--- config.mk ---
export PLATFORM = sky130hd
export DESIGN_NAME = qpulse_gen
export DESIGN_NICKNAME = d
export VERILOG_FILES = /design/src/rtl/qpg_pkg.sv /design/src/rtl/qpg_timebase.sv /design/src/rtl/qpg_cycles.sv /design/src/rtl/qpg_ctrl.sv /design/src/rtl/qpg_phase.sv /design/src/rtl/qpulse_gen.sv
export SDC_FILE = /design/constraint.sdc
export NUM_CORES = 1
export LEC_CHECK = 0
export ABC_CLOCK_PERIOD_IN_PS = 11300
export BUFFER_PORTS_ARGS = -buffer_cell sky130_fd_sc_hd__buf_2
export CAP_MARGIN = 0
export CORE_MARGIN = 1
export CORE_UTILIZATION = 35
export CTS_CLUSTER_SIZE = 10
export DETAILED_ROUTE_END_ITERATION = 8
export REMOVE_ABC_BUFFERS = 1
export SLEW_MARGIN = 20
export SYNTH_ARGS = -nofsm -noshare
export SYNTH_HDL_FRONTEND = slang
export SYNTH_SLANG_ARGS = --single-unit
--- constraint.sdc ---
create_clock -name clk -period 11.3 [get_ports clk]
set_input_delay 3.39 -clock clk [delete_from_list [all_inputs] [get_ports clk]]
set_output_delay 3.39 -clock clk [all_outputs]
set_load 0.05 [all_outputs]
--- src/rtl/qpg_pkg.sv ---
package qpg_pkg;
  typedef enum logic {QS_IDLE = 1'b0, QS_RUN = 1'b1} qpg_state_e;
  localparam int unsigned QPG_MIN_PERIOD = 4;
endpackage

--- src/rtl/qpg_timebase.sv ---
module qpg_timebase #(
  parameter int unsigned CNT_W = 32
) (
  input  logic             clk,
  input  logic             rst_n,
  input  logic             load_i,
  input  logic             run_i,
  input  logic [CNT_W-1:0] period_i,
  output logic [CNT_W-1:0] pos_o,
  output logic [CNT_W-1:0] period_o,
  output logic             wrap_o
);
  localparam logic [CNT_W-1:0] MIN_P = CNT_W'(qpg_pkg::QPG_MIN_PERIOD);
  localparam logic [CNT_W-1:0] ONE   = CNT_W'(1);

  logic [CNT_W-1:0] period_q, period_d;
  logic [CNT_W-1:0] pos_q, pos_d;
  logic             period_en, pos_en;

  // period capture with clamp to the minimum
  always_comb begin
    period_en = load_i;
    period_d  = (period_i < MIN_P) ? MIN_P : period_i;
  end

  assign wrap_o = run_i && (pos_q == period_q - ONE);

  always_comb begin
    pos_en = load_i || run_i;
    if (load_i || wrap_o) pos_d = '0;
    else                  pos_d = pos_q + ONE;
  end

  always_ff @(posedge clk or negedge rst_n) begin
    if (!rst_n) begin
      period_q <= MIN_P;
      pos_q    <= '0;
    end else begin
      if (period_en) period_q <= period_d;
      if (pos_en)    pos_q    <= pos_d;
    end
  end

  assign pos_o    = pos_q;
  assign period_o = period_q;
endmodule

--- src/rtl/qpg_cycles.sv ---
module qpg_cycles #(
  parameter int unsigned TGT_W = 16
) (
  input  logic             clk,
  input  logic             rst_n,
  input  logic             load_i,
  input  logic             wrap_i,
  input  logic [TGT_W-1:0] target_i,
  output logic [TGT_W-1:0] count_o,
  output logic             last_o,
  output logic             unlimited_o
);
  logic [TGT_W-1:0] tgt_q, count_q, count_d;
  logic [TGT_W:0]   count_inc;
  logic             count_en;

  assign count_inc = {1'b0, count_q} + {{TGT_W{1'b0}}, 1'b1};

  always_comb begin
    count_en = load_i || wrap_i;
    count_d  = load_i ? '0 : count_inc[TGT_W-1:0];
  end

  // terminal count: decided in the same cycle as the end of the period
  assign unlimited_o = (tgt_q == '0);
  assign last_o      = wrap_i && !unlimited_o && (count_inc >= {1'b0, tgt_q});

  always_ff @(posedge clk or negedge rst_n) begin
    if (!rst_n) begin
      tgt_q   <= '0;
      count_q <= '0;
    end else begin
      if (load_i)   tgt_q   <= target_i;
      if (count_en) count_q <= count_d;
    end
  end

  assign count_o = count_q;
endmodule

--- src/rtl/qpg_ctrl.sv ---
module qpg_ctrl (
  input  logic clk,
  input  logic rst_n,
  input  logic start_i,
  input  logic last_i,
  output logic load_o,
  output logic busy_o,
  output logic done_o
);
  import qpg_pkg::*;

  qpg_state_e state_q, state_d;
  logic       done_q, done_d;

  always_comb begin
    state_d = state_q;
    done_d  = 1'b0;
    load_o  = 1'b0;
    unique case (state_q)
      QS_IDLE: if (start_i) begin
        load_o  = 1'b1;
        state_d = QS_RUN;
      end
      QS_RUN: if (last_i) begin
        state_d = QS_IDLE;
        done_d  = 1'b1;
      end
      default: state_d = QS_IDLE;
    endcase
  end

  always_ff @(posedge clk or negedge rst_n) begin
    if (!rst_n) begin
      state_q <= QS_IDLE;
      done_q  <= 1'b0;
    end else begin
      state_q <= state_d;
      done_q  <= done_d;
    end
  end

  assign busy_o = (state_q == QS_RUN);
  assign done_o = done_q;
endmodule

--- src/rtl/qpg_phase.sv ---
module qpg_phase #(
  parameter int unsigned CNT_W = 32
) (
  input  logic             busy_i,
  input  logic [CNT_W-1:0] pos_i,
  input  logic [CNT_W-1:0] period_i,
  output logic             pha_o,
  output logic             phb_o
);
  logic [CNT_W-1:0] quarter, half, three_q;

  always_comb begin
    quarter = period_i >> 2;
    half    = period_i >> 1;
    three_q = quarter + half;
    phb_o   = busy_i && (pos_i >= half);
    pha_o   = busy_i && (pos_i >= quarter) && (pos_i < three_q);
  end
endmodule

--- src/rtl/qpulse_gen.sv ---
module qpulse_gen #(
  parameter int unsigned CNT_W = 32,
  parameter int unsigned TGT_W = 16
) (
  input  logic             clk,
  input  logic             rst_n,
  input  logic             start_i,
  input  logic [CNT_W-1:0] period_i,
  input  logic [TGT_W-1:0] target_i,
  output logic             pha_o,
  output logic             phb_o,
  output logic             busy_o,
  output logic             done_o,
  output logic [TGT_W-1:0] cycles_o
);
  logic             load, busy, wrap, last, tgt_zero;
  logic [CNT_W-1:0] pos, period_q;

  qpg_ctrl u_ctrl (
    .clk(clk), .rst_n(rst_n), .start_i(start_i), .last_i(last),
    .load_o(load), .busy_o(busy), .done_o(done_o)
  );

  qpg_timebase #(.CNT_W(CNT_W)) u_tb (
    .clk(clk), .rst_n(rst_n), .load_i(load), .run_i(busy),
    .period_i(period_i), .pos_o(pos), .period_o(period_q), .wrap_o(wrap)
  );

  qpg_cycles #(.TGT_W(TGT_W)) u_cyc (
    .clk(clk), .rst_n(rst_n), .load_i(load), .wrap_i(wrap),
    .target_i(target_i), .count_o(cycles_o), .last_o(last),
    .unlimited_o(tgt_zero)
  );

  qpg_phase #(.CNT_W(CNT_W)) u_ph (
    .busy_i(busy), .pos_i(pos), .period_i(period_q),
    .pha_o(pha_o), .phb_o(phb_o)
  );

  assign busy_o = busy;
endmodule

==> results <==
- The flow ran to the end, and the final reports show no timing, DRC or antenna violations.
- The ratio of total power to cell area is 133.1 nW/um^2.
- Hold repair after CTS inserted 0 buffers.
- The routability congestion estimate is 0.9278.
- The insertion delay of the later-clocked pin in the worst-skew pair is 370 ps.
- The number of placed cells counting well taps is 1572.
- The reported leakage power is 5.418 nW.
- Yosys mapped the design onto 63 distinct sky130hd cell types.
- The tool flagged a number of max-cap violations equal to 0.
- The clock passes through at most 2 buffers.
- The nature of the critical path startpoint is a flop.
- The net total in the final layout is 1439.
- The upper clock frequency limit is 118.3 MHz.
- The post-detailed-placement cell area is 10520 um^2.
- The actual slew at the worst max-slew pin is 987.5 ps.
- After clock tree synthesis, the repair step resized 0 gates.
- Summing all non-filler instances in the final layout gives an area of 10830 um^2.
- Across the VDD grid, the largest voltage drop is 0.07635 mV.
- The async set-or-reset flop fraction in the synthesized netlist is 100.0%.
- The number of sinks handled by clock tree synthesis is 98.
- The worst register-to-register path begins at u_tb.period_o[3].
- The via count of the first global-routing pass is 8349.
- The post-synthesis sequential area ratio is 25.09%.
- The clock slew at the register clock pins of the worst setup and hold paths is 70 ps.
- The worst hold path class is reg -> reg.
- In this design, the stage delay of the slowest critical-path cell is 580 ps.
- The number of warnings printed during yosys synthesis is 0.
- The total global routing track utilization is 20.22%.
- STA puts the critical path data required time at 7910 ps.
- The portion of the clock cycle consumed by the worst path in the final layout is 74.79%.
- The total count of max-transition violations in the final report is 0.
- Once the floorplan was initialized, standard cells occupied 35.99% of the core.
- The number of buffers added by the clock tree synthesis step is 9.
- Ranked by instance count, the synthesized netlist is headed by 176 x ha_1, 108 x nand2_1, 97 x dfrtp_1.
- The final setup TNS is 0 ps.
- The type of element capturing the critical path is an output port.
- The routed via count divided by cell count is 5.361.
- The tree is rooted in a clkbuf_16.
- The category of the most critical setup path is reg -> out.
- The fraction of final layout cells sized beyond drive strength 1 is 8.470%.
- The pre-antenna-repair detailed-routing pass consisted of 5 iterations.
- The count of cells along the worst register-to-register path is 11.
- The source of the worst hold timing path is u_cyc.tgt_q[0].
- The cell type contributing the most total cell area after synthesis is dfrtp_1.
- The number of buffers added on ports is 70.
- The wire length of the first global-routing pass is 45200 um.
- The pre-CTS worst setup slack is 3209 ps.
- The number of endpoints failing setup at the final stage is 0.
- The number of levels in the clock H-tree is 3.
- The number of enable flip-flop cells after synthesis is 0.
- Averaged over all synthesized cells, the footprint is 8.482 um^2.
- The shortest clock period the worst path allows after layout is 8451 ps.
- The final number of hold-violating endpoints came to 0.
- The post-route worst setup slack is 2849 ps.
- The detail route stage leaves a number of antenna-violating nets equal to 0.
- The number of cells produced by synthesis is 1153.
- The wire length per cell is 17.77 um.
- The clock tree from TritonCTS is built.
- The worst hold path was traced through 2 stages.
- The area growth from synthesis to layout is 10.75%.
- The cell at the slowest stage of the critical path is dfstp_2.
- Once the clock tree was built, the setup fixing pass inserted 0 buffers.
- The core box area is 27180 um^2.
- The number of vias after detailed routing is 8524.
- The area of the die is 28610 um^2.
- During I/O placement, the number of pins put on the boundary was 71.
- The number of flip-flops and latches in the synthesized netlist is 98.
- The initial antenna violation count is 2.
- Of the post-synthesis cell area, the dominant cell type holds 24.82%.
- For the final database, setup skew stands at 12.87 ps.
- ha_1 is the most common cell in the netlist.
- The capture point of the worst reg-to-reg path is u_tb.pos_o[18].
- Together, buffers and inverters on the worst path number 2.
- For this block, the routed nets add up to 28260 um of wire.
- The top fanout value on the critical path is 5.
- Setup repair after global routing left no endpoint under its margin.
- The total power is 1.442 mW.
- Hold is met by 527.5 ps.
- The path with the worst hold slack has its endpoint at u_cyc.tgt_q[0].
- Measured along the x axis, the die boundary spans 169.2 um.
- The initialized floorplan defines 60 standard-cell rows.
- STA puts the critical path data arrival time at 5060 ps.
- The overall overflow remaining after global route is 0.
- The worst reg-to-reg setup slack is 6790 ps.
- Broken down by cell family, the worst path's largest delay share belongs to compound AO/OA/AOI/OAI gates.
- The count of cells in the finished layout, fillers not included, comes to 1590.
- After synthesis the cells add up to 9779 um^2.
- Once layout is complete, the utilization of the core stands at 39.85%.
- Summed over all nets, the half-perimeter wirelength after detailed placement is 22350 um.
- Measured against its own limit, the worst slew margin works out to 34.16%.
- The most frequently used flop master after synthesis is dfrtp_1.
- In the post-synthesis netlist, the biggest area contributors are dfrtp_1 25%, ha_1 23%, xnor2_1 5.6%, o21ai_0 4.6%, xor2_1 4.3%.
- The first routing iteration left 562 violations.
- For this run, design rule violations remaining after detail routing come to 0.
- The die span in y is 169.2 um.
- Traced cell by cell, the critical path runs through ha_1 > inv_1 > fa_1 > nor2b_1 > o31ai_1 > a211oi_1 > o21ai_0 > a31oi_1 > o211ai_1 > nor4b_1 > a211oi_1 > ha_1 > nand4_1 > nor4_1 > a221oi_1 > o21ai_0 > nor4_1 > buf_2.
- The largest net degree at the start of global routing is 71.
## routing by layer
metal  part of all wire, %  track usage (%)  vias up  wire length [um]
met4                   1.6            5.249        2               461
met1                    47            26.82     4041             13140
li1                      -                -     4247                 -
met3                   5.7            4.478       30              1604
met5                 0.039                0        -                11
met2                    46            33.06      204             13030
## report_power, final
| part | internal, mW | leakage (nW) | switching, mW |
|---|---|---|---|
| logic | 0.276 | 4.05 | 0.369 |
| clock network | 0.176 | 0.142 | 0.162 |
| registers | 0.388 | 1.23 | 0.0711 |
## worst max path at each step
stage	cells past startpoint	end	slack, ps	startpoint
2_1_floorplan	19	pha_o	2990	u_tb.period_o[2]
3_3_place_gp	20	pha_o	3310	u_tb.period_o[2]
3_5_place_dp	20	pha_o	3210	u_tb.period_o[2]
4_1_cts	20	pha_o	2790	u_tb.period_o[2]
5_1_grt	18	pha_o	2410	u_tb.period_o[2]
6_report	18	pha_o	2850	u_tb.period_o[2]
## flip-flops by register name, summed over array words and instances (netlist names)
| name | cells |
|---|---|
| u_tb.period_o | 32 |
| u_ctrl.done_o | 1 |
| u_tb.pos_o | 32 |
| u_cyc.count_o | 16 |
| u_cyc.tgt_q | 16 |
| u_ctrl.busy_o | 1 |
## placed cells by master (no fill, tap or decap), types with 3 or more instances in the layout
cell type / n
ha_1: 176
nand2_1: 108
dfrtp_1: 97
o21ai_0: 90
inv_1: 78
nor2_1: 75
buf_2: 69
a21oi_1: 64
xnor2_1: 62
a21o_1: 51
xor2_1: 48
nand3_1: 34
nand4_1: 33
nor4_1: 22
and3_1: 19
nor3_1: 18
nand2b_1: 15
or3_1: 13
nor2b_1: 13
a31oi_1: 10
a211oi_1: 9
clkbuf_16: 9
mux2i_1: 8
o211ai_1: 7
o21a_1: 7
o31ai_1: 6
o21bai_1: 5
buf_4: 5
or2_2: 4
a211o_1: 4
nor3b_1: 3
nand3b_1: 3
a2111oi_0: 3
a22oi_1: 3
a221oi_1: 3
## area by class of cell
class | count | area (um^2)
diodes | 2 | 5.005
clock buffers | 10 | 229.0
clock inverters | 6 | 73.82
fillers | 2855 | 16350
inverters | 78 | 292.8
multi-input cells | 950 | 6928
flip-flops and latches | 98 | 2454
well taps | 372 | 465.4
repair buffers | 74 | 382.9
## kinds of logic after synthesis
group | synth area share, %
adder cells (fa/ha/maj) | 22.72
AND/OR/NAND/NOR | 19.13
XOR/XNOR | 10.32
AO/OA/AOI/OAI | 17.54
flip-flops | 25.09
multiplexers | 1.049
buffers and inverters | 4.145
## tightest hold or removal path: stages (launching register included)
cell     delay, ps
dfrtp_1        380
nand2_1         60
nand2_1         60
(Power assumes the default switching activity.)
